--- config.mk ---
export PLATFORM = sky130hd
export DESIGN_NAME = restoring_divider
export DESIGN_NICKNAME = d
export VERILOG_FILES = /design/src/rtl/rdiv_pkg.sv /design/src/rtl/rdiv_ctrl.sv /design/src/rtl/rdiv_datapath.sv /design/src/rtl/restoring_divider.sv
export SDC_FILE = /design/constraint.sdc
export NUM_CORES = 1
export LEC_CHECK = 0
export BUFFER_PORTS_ARGS = -buffer_cell sky130_fd_sc_hd__buf_4
export CAP_MARGIN = 25
export CORE_MARGIN = 3
export CORE_UTILIZATION = 35
export DETAILED_ROUTE_END_ITERATION = 6
export GPL_TIMING_DRIVEN = 1
export SYNTH_ARGS = -nofsm -noshare
export SYNTH_HDL_FRONTEND = slang
export SYNTH_HIERARCHICAL = 1
export SYNTH_SLANG_ARGS = --single-unit
--- constraint.sdc ---
create_clock -name clk -period 3.4 [get_ports clk]
set_input_delay 0.34 -clock clk [delete_from_list [all_inputs] [get_ports clk]]
set_output_delay 0.34 -clock clk [all_outputs]
set_load 0.02 [all_outputs]
--- src/rtl/rdiv_pkg.sv ---
package rdiv_pkg;

  typedef struct packed {
    logic load;      // accept operands, begin iterating
    logic zeroLoad;  // accept operands, divisor is zero
    logic step;      // one trial subtraction
    logic finish;    // apply signs, publish results
  } divStrobes_t;

  typedef enum logic [1:0] {
    ST_IDLE = 2'd0,
    ST_RUN  = 2'd1,
    ST_FIN  = 2'd2
  } divState_t;

endpackage

--- src/rtl/rdiv_ctrl.sv ---
module rdiv_ctrl
  import rdiv_pkg::*;
#(
  parameter int WIDTH = 16
) (
  input  logic        clk,
  input  logic        rst_n,
  input  logic        start,
  input  logic        divisorZero,
  output divStrobes_t strb,
  output logic        busy,
  output logic        done
);

  localparam int ITER = WIDTH + 1;
  localparam int CW   = $clog2(ITER + 1);

  divState_t      state;
  logic [CW-1:0]  count;

  always_comb begin
    strb = '0;
    unique case (state)
      ST_IDLE: begin
        if (start) begin
          if (divisorZero) strb.zeroLoad = 1'b1;
          else             strb.load     = 1'b1;
        end
      end
      ST_RUN:  strb.step   = 1'b1;
      ST_FIN:  strb.finish = 1'b1;
      default: strb = '0;
    endcase
  end

  assign busy = (state != ST_IDLE);

  always_ff @(posedge clk or negedge rst_n) begin
    if (!rst_n) begin
      state <= ST_IDLE;
      count <= '0;
      done  <= 1'b0;
    end else begin
      done <= strb.finish | strb.zeroLoad;
      unique case (state)
        ST_IDLE: begin
          if (strb.load) begin
            state <= ST_RUN;
            count <= '0;
          end
        end
        ST_RUN: begin
          count <= count + 1'b1;
          if (count == CW'(ITER - 1)) state <= ST_FIN;
        end
        ST_FIN:  state <= ST_IDLE;
        default: state <= ST_IDLE;
      endcase
    end
  end

  // the done pulse only ever follows the busy window
  a_r6_busy_done_exclusive: assert property (@(posedge clk) disable iff (!rst_n)
    !(busy && done));

  // the finishing cycle is reached only after WIDTH+1 steps
  a_r5_full_iterations: assert property (@(posedge clk) disable iff (!rst_n)
    (state == ST_FIN) |-> (count == CW'(ITER)));

  // a start during a run never drops the controller back to idle
  a_r7_start_ignored_busy: assert property (@(posedge clk) disable iff (!rst_n)
    (state == ST_RUN && start) |=> (state != ST_IDLE));

  // an accepted non-zero request raises busy on the next cycle
  a_r5_start_launches: assert property (@(posedge clk) disable iff (!rst_n)
    strb.load |=> busy);

endmodule

--- src/rtl/rdiv_datapath.sv ---
module rdiv_datapath
  import rdiv_pkg::*;
#(
  parameter int WIDTH = 16
) (
  input  logic             clk,
  input  logic             rst_n,
  input  divStrobes_t      strb,
  input  logic             isSigned,
  input  logic [WIDTH-1:0] dividend,
  input  logic [WIDTH-1:0] divisor,
  output logic             divisorZero,
  output logic             divByZero,
  output logic [WIDTH-1:0] quotient,
  output logic [WIDTH-1:0] remainder
);

  localparam int DW = 2 * WIDTH;

  logic             aNeg, bNeg;
  logic [WIDTH-1:0] aMag, bMag;
  logic [DW-1:0]    remReg;
  logic [DW-1:0]    dvsrReg;
  logic [WIDTH-1:0] quoReg;
  logic             negQ, negR;
  logic [DW:0]      diff;
  logic             takeIt;
  logic [WIDTH-1:0] remLow;

  // operand sign capture and magnitude conversion
  assign aNeg        = isSigned & dividend[WIDTH-1];
  assign bNeg        = isSigned & divisor[WIDTH-1];
  assign aMag        = aNeg ? (~dividend + 1'b1) : dividend;
  assign bMag        = bNeg ? (~divisor + 1'b1)  : divisor;
  assign divisorZero = (divisor == '0);

  // trial subtraction with one extra bit to expose the borrow
  assign diff   = {1'b0, remReg} - {1'b0, dvsrReg};
  assign takeIt = ~diff[DW];
  assign remLow = remReg[WIDTH-1:0];

  always_ff @(posedge clk or negedge rst_n) begin
    if (!rst_n) begin
      remReg  <= '0;
      dvsrReg <= '0;
      quoReg  <= '0;
      negQ    <= 1'b0;
      negR    <= 1'b0;
    end else if (strb.load) begin
      remReg  <= {{WIDTH{1'b0}}, aMag};
      dvsrReg <= {bMag, {WIDTH{1'b0}}};
      quoReg  <= '0;
      negQ    <= aNeg ^ bNeg;
      negR    <= aNeg;
    end else if (strb.step) begin
      if (takeIt) remReg <= diff[DW-1:0];
      quoReg  <= {quoReg[WIDTH-2:0], takeIt};
      dvsrReg <= dvsrReg >> 1;
    end
  end

  always_ff @(posedge clk or negedge rst_n) begin
    if (!rst_n) begin
      quotient  <= '0;
      remainder <= '0;
      divByZero <= 1'b0;
    end else if (strb.zeroLoad) begin
      quotient  <= '1;
      remainder <= dividend;
      divByZero <= 1'b1;
    end else if (strb.load) begin
      divByZero <= 1'b0;
    end else if (strb.finish) begin
      quotient  <= negQ ? (~quoReg + 1'b1) : quoReg;
      remainder <= negR ? (~remLow + 1'b1) : remLow;
    end
  end

  // after every step the partial remainder is below the divisor it was tried against
  a_r2_rem_below_divisor: assert property (@(posedge clk) disable iff (!rst_n)
    strb.step |=> (remReg < $past(dvsrReg)));

  // a zero divisor publishes the all-ones quotient and the raw dividend
  a_r8_zero_result: assert property (@(posedge clk) disable iff (!rst_n)
    strb.zeroLoad |=> (divByZero && (quotient == '1) && (remainder == $past(dividend))));

  // results hold while the loop iterates
  a_r6_results_hold: assert property (@(posedge clk) disable iff (!rst_n)
    strb.step |=> ($stable(quotient) && $stable(remainder)));

endmodule

--- src/rtl/restoring_divider.sv ---
module restoring_divider
  import rdiv_pkg::*;
#(
  parameter int WIDTH = 16
) (
  input  logic             clk,
  input  logic             rst_n,
  input  logic             start,
  input  logic             isSigned,
  input  logic [WIDTH-1:0] dividend,
  input  logic [WIDTH-1:0] divisor,
  output logic             busy,
  output logic             done,
  output logic             divByZero,
  output logic [WIDTH-1:0] quotient,
  output logic [WIDTH-1:0] remainder
);

  divStrobes_t strb;
  logic        divisorZero;

  rdiv_ctrl #(.WIDTH(WIDTH)) u_ctrl (
    .clk         (clk),
    .rst_n       (rst_n),
    .start       (start),
    .divisorZero (divisorZero),
    .strb        (strb),
    .busy        (busy),
    .done        (done)
  );

  rdiv_datapath #(.WIDTH(WIDTH)) u_dp (
    .clk         (clk),
    .rst_n       (rst_n),
    .strb        (strb),
    .isSigned    (isSigned),
    .dividend    (dividend),
    .divisor     (divisor),
    .divisorZero (divisorZero),
    .divByZero   (divByZero),
    .quotient    (quotient),
    .remainder   (remainder)
  );

endmodule

* Word-level counts from Yosys, hierarchy flattened
Cells that the tools add are included.
** Word-level totals
- Flip-flop bits (word level) :: 123
- Input port bits :: 36
- Output and inout bits :: 35
- Word-level logic and storage cells :: 74
** Cells by class
- Add/sub/neg operators :: 6
- Equal/unequal tests :: 7
- Muxes and demuxes :: 30
- Bitwise operators :: 9
- Reductions and logical operators :: 11
** Operators by type and width (count)
- two-way mux 16 bit :: 12
- two-way mux 32 bit :: 5
- adder 16 x 1 -> 16 bit, second input constant :: 4
- NOT 16 bit :: 4
- subtractor 32 x 32 -> 33 bit :: 1
- logical NOT 16 bit :: 1
- one-hot mux 5 bit (2 select lines) :: 1
- nonzero test 2 bit :: 5
- two-way mux 2 bit :: 4
- AND reduction 2 bit :: 4
- two-way mux 1 bit :: 6
- adder 5 x 1 -> 5 bit, second input constant :: 1
- equality test 5 bit, second input constant :: 1
- two-way mux 5 bit :: 1
- inequality test 2 x 1 -> 1 bit, second input constant :: 2
- inequality test 2 bit, second input constant :: 2
- one-hot mux 2 bit (2 select lines) :: 1
- bitwise AND 1 bit :: 2
- equality test 2 x 1 -> 1 bit, second input constant :: 1
- equality test 2 bit, second input constant :: 1
- logical NOT 2 bit :: 1
- NOT 1 bit :: 1
- bitwise OR 1 bit :: 1
- XOR 1 bit :: 1

* Logic depth before layout (Yosys ltp)
- Depth in word-level cells :: 6
- Mapped depth :: 13

* By module
The synthesis kept the hierarchy.
** By module, submodules not included
- rdiv_datapath :: times used 1, cells an instance 933, area an instance 7948.9 µm², sequential area each 2877.8 µm²
- rdiv_ctrl :: times used 1, cells an instance 41, area an instance 470.5 µm², sequential area each 200.2 µm²

* Worst setup path after synthesis
OpenSTA, ideal clock, no wires.
- Kind :: register to register
- From :: register u_dp.remReg[0]
- To :: register u_dp.remReg[12]
- Library setup time :: 0.135 ns
- Arrival :: 2.885 ns
- Setup slack :: 0.380 ns
- Stages on the path, launching flop included :: 14
- Path buffers :: 2
- Period minus slack after synthesis :: 3.020 ns
- Cells stage by stage :: dfrtp_1 inv_1 ha_1 fa_1 nor2b_1 o31a_2 o31ai_2 a211o_1 a311o_1 and2_4 buf_6 buf_2 a31oi_1 o31ai_1
** Between the ends
- Cells in the longest elaborated chain, start to end :: 4
** Ends and longest elaborated chain
- start: declaration :: line rdiv_datapath.sv:22 : logic [DW-1:0] remReg;
- start signal: assignment :: line rdiv_datapath.sv:50 : remReg <= {{WIDTH{1'b0}}, aMag};
- start signal: assignment :: line rdiv_datapath.sv:56 : if (takeIt) remReg <= diff[DW-1:0];
- subtractor 32 x 32 -> 33 bit * :: line rdiv_datapath.sv:38 : assign diff = {1'b0, remReg} - {1'b0, dvsrReg};
- two-way mux 32 bit :: line rdiv_datapath.sv:56
- two-way mux 32 bit :: line rdiv_datapath.sv:55 : end else if (strb.step) begin
- two-way mux 32 bit :: line rdiv_datapath.sv:49 : end else if (strb.load) begin
Every way passes the cells marked *; elsewhere a longest branch is shown, timed or not. The select of a mux whose other input is x is not followed.
A chain may end at the register's enable or synchronous reset.

* Worst setup path after layout
- From :: register u_dp.remReg[0]
- To :: register u_dp.remReg[31]
The elaborated chain is that of the path after synthesis.

==> impl_metrics.json <==
{
  "status": "completed",
  "crit_required_ps": 3740,
  "max_cap_viol_count": 0,
  "place_hpwl_mm": 14.7,
  "synth_fp_nets": 1049,
  "start_util_pct": 35.8,
  "globalRouteOverflowTotal": 0,
  "dp_slack_ps": 168,
  "critPathSlowestCell": "a311o_2",
  "fp.dieW_um": 161,
  "synth_area_sq_um": 8420,
  "grt.total_usage_pct": 16.1,
  "cts_buffers": 17,
  "antenna_left": 0,
  "synth_top_cell_area_share_pct": 36.6,
  "netlist_instances": 974,
  "relSlewSlack_pct": 43.7,
  "core_region_area_sq_um": 23500,
  "synth_warnings": 6,
  "cts.clk_slew.worst_paths_ps": 60,
  "drc": 0,
  "synth_compound_area_share_pct": 19.2,
  "powerDensity_nw_per_um2": 1150,
  "async_reset_ff_share_pct": 100,
  "clockRootBuffer": "clkbuf_16",
  "clock_skew_ps": 13.6,
  "combPwrFrac_pct": 60.4,
  "p_clk_share_pct": 15.7,
  "routedWlPerCell_um": 15.0,
  "yosysSeqAreaShare_pct": 36.6,
  "critPathTopFamily": "compound AO/OA/AOI/OAI gates",
  "fin_cells": 1362,
  "crit_fanout": 10,
  "final_net_count": 1105,
  "power_switching_mw": 5.29,
  "slew_viol_final": 0,
  "synth-main-ff-cell": "dfrtp_1",
  "clk_latency_ps": 430,
  "synth_top_family_by_area": "compound AO/OA/AOI/OAI gates",
  "fmax_mhz": 311,
  "critPathLaunchType": "flop",
  "swShare_pct": 46.5,
  "synthMuxAreaShare_pct": 8.68,
  "slowest_delay_ps": 480,
  "finalCritPeriodShare_pct": 94.5,
  "syn_avg_cell_area_sq_um": 8.64,
  "cts_tree": "done",
  "synth_xor_area_share_pct": 7.59,
  "fin_setup_tns_ps": 0,
  "n_antenna_cell": 0,
  "setup.worst_path.end_class": "flop",
  "ys_types": 74,
  "period_needed_ps": 3210,
  "layout_setup_ws_ps": 188,
  "worst_pin_slew_ps": 844,
  "intPower_mw": 6.10,
  "ios": 71,
  "ir_drop_mv": 0.534,
  "htreeDepth": 4,
  "finalHoldViolCount": 0,
  "area_delta_synth_final_pct": 17.4,
  "arrival_ps": 3550,
  "antenna_found_initial": 0,
  "firstDrtPassIters": 5,
  "drtIter0Drc": 415,
  "num_vias": 7097,
  "grt_pass1_vias": 6849,
  "crit_buf_inv": 1,
  "grt_pass1_wl_mm": 34.5,
  "yosys.area_share.simple_pct": 17.4,
  "holdCritPathClass": "primary input to flop",
  "clk_path_buf_depth": 2,
  "routed_wl_mm": 20.5,
  "p_leak_nw": 4.60,
  "grt_max_degree": 100,
  "ys_ff_latch": 123,
  "final_layout_size_suffix_gt1_share_pct": 14.0,
  "finalPower_mw": 11.4,
  "via_per_inst": 5.21,
  "synth_top_cells_by_area": "dfrtp_1 (37%), mux2i_1 (8.0%), ha_1 (5.6%), nand2_1 (5.0%), nor2_1 (4.5%)",
  "port-buffer-count": 70,
  "post_cts_buffers": 0,
  "rows": 56,
  "cp_cell_sequence": "inv_1 -> ha_1 -> fa_1 -> nor2b_1 -> o31a_2 -> o31ai_2 -> a211o_1 -> a311o_2 -> and2_4 -> or3_1 -> o211ai_1",
  "dp.cells": 1328,
  "pwr-share-seq_pct": 23.8,
  "gp_congestion": 0.869,
  "yosys.area_share.adder_pct": 5.88,
  "yosysTopAreaCell": "dfrtp_1",
  "clock_sinks": 123,
  "rsz0062_at_grt": "no",
  "synth_enable_flop_cells": 0,
  "hold_ws_ps": 146,
  "die_y_um": 161,
  "path_class": "flop to flop",
  "setup_viol": 0,
  "dieArea_sq_um": 26000
}
flip-flops by register name (all words and copies together), names as in the netlist:
register,count
u_ctrl/state,2
u_dp/negR,1
u_ctrl/done,1
u_dp/negQ,1
u_dp/quoReg,16
u_dp/remainder,16
u_dp/dvsrReg,32
u_dp/quotient,16
u_dp/remReg,32
u_ctrl/count,5
u_dp/divByZero,1
layer usage:
layer	up-vias	routed length, um	track usage (%)
li1	3585	-	-
met1	3351	10500	23.5
met2	137	8850	24.0
met3	24	852	3.33
met4	0	300	4.97
met5	-	0	0
cell families after synthesis:
kind of cell,after synthesis
simple gates,314
xor+xnor,73
flops,123
compound gates,253
buf+inv,100
fa+ha+maj,39
mux,72
metrics by stage:
step                      utilization, %  instance area (sq um)
after CTS                           41.9                   9880
final                               42.0                   9890
after floorplan                        -                   8420
after detailed placement            39.5                   9290
after global routing                42.0                   9890
after global placement              39.5                   9290
final cells by class:
cell class	instances	area, sq um
clock buffer	17	425
multi-input combinational	752	4970
fill	2422	13700
tap	319	399
clock inverter	15	150
sequential	123	3080
timing repair buffer	84	671
inverter	52	195
Yosys cell counts, drive strengths merged, types with 4 or more instances:
| library cell | number |
|---|---|
| and2 | 5 |
| o41ai | 5 |
| nand3 | 16 |
| o21a | 6 |
| a21oi | 67 |
| nor2b | 10 |
| a31oi | 18 |
| buf | 21 |
| nor2 | 101 |
| xor2 | 42 |
| a211oi | 9 |
| and3 | 8 |
| ha | 38 |
| nand4 | 10 |
| o211ai | 17 |
| nor3 | 12 |
| a21o | 14 |
| or3 | 9 |
| mux2 | 5 |
| inv | 52 |
| xnor2 | 31 |
| o31ai | 19 |
| dfrtp | 123 |
| o21ai | 67 |
| nor4 | 6 |
| clkbuf | 27 |
| mux2i | 67 |
| nand2 | 116 |
| or4 | 4 |
power by group through the flow:
stage / clock (mW) / combinational [mW] / sequential [mW]
3_3_place_gp: 0 / 6.73 / 2.72
4_1_cts: 1.83 / 6.85 / 2.71
3_5_place_dp: 0 / 6.82 / 2.73
5_1_grt: 1.91 / 7.74 / 2.81
2_1_floorplan: 0 / 5.27 / 2.65
6_report: 1.79 / 6.88 / 2.71
repair_timing:
item	CTS	global route
endpoints found under the hold margin	44	0
hold buffers	1	0
setup endpoints to repair	0	6
gates resized for setup	0	2
path summary, 6_finish.rpt:
kind	to	cells past startpoint	slack [ps]	from
max	u_dp/remReg[31]	11	190	u_dp/remReg[0]
min	u_dp/remainder[9]	3	150	dividend[9]
max reg2reg	u_dp/remReg[31]	11	190	u_dp/remReg[0]
min reg2reg	u_dp/divByZero	1	500	u_dp/divByZero
max in group asynchronous	u_dp/dvsrReg[9]	3	2030	rst_n
min in group asynchronous	u_dp/quotient[12]	2	480	rst_n
cells in the final DEF, fill, tap and decap left out, types with 3 or more instances in the layout:
| master | netlist | final |
|---|---|---|
| dfrtp_1 | 123 | 122 |
| nand2_1 | 113 | 112 |
| nor2_1 | 101 | 99 |
| buf_4 | 1 | 80 |
| a21oi_1 | 67 | 67 |
| mux2i_1 | 67 | 67 |
| o21ai_0 | 66 | 66 |
| inv_1 | 51 | 51 |
| xor2_1 | 42 | 42 |
| ha_1 | 38 | 38 |
| xnor2_1 | 31 | 31 |
| a31oi_1 | 18 | 18 |
| clkbuf_16 | 0 | 17 |
| o31ai_1 | 17 | 17 |
| o211ai_1 | 17 | 17 |
| nand3_1 | 16 | 16 |
| a21o_1 | 13 | 13 |
| nor2b_1 | 10 | 10 |
| nor3_1 | 10 | 10 |
| nand4_1 | 10 | 10 |
| inv_6 | 0 | 9 |
| or3_1 | 9 | 9 |
| a211oi_1 | 9 | 9 |
| and3_1 | 8 | 8 |
| nor4_1 | 6 | 6 |
| o21a_1 | 6 | 6 |
| o41ai_1 | 5 | 5 |
| mux2_2 | 4 | 4 |
| nand2_2 | 3 | 4 |
| or4_1 | 4 | 4 |
| clkinv_4 | 0 | 3 |
| buf_12 | 0 | 3 |
| or2_2 | 3 | 3 |
| and4_1 | 3 | 3 |
| nand3b_1 | 3 | 3 |
| o21bai_1 | 3 | 3 |
| o311ai_0 | 3 | 3 |
| and2_1 | 3 | 3 |
tightest hold or removal path, stage by stage:
cell,delay (ps)
buf_4,100
nand2_1,40
o21ai_0,50
Note: power is estimated with default switching activity, not from simulation.
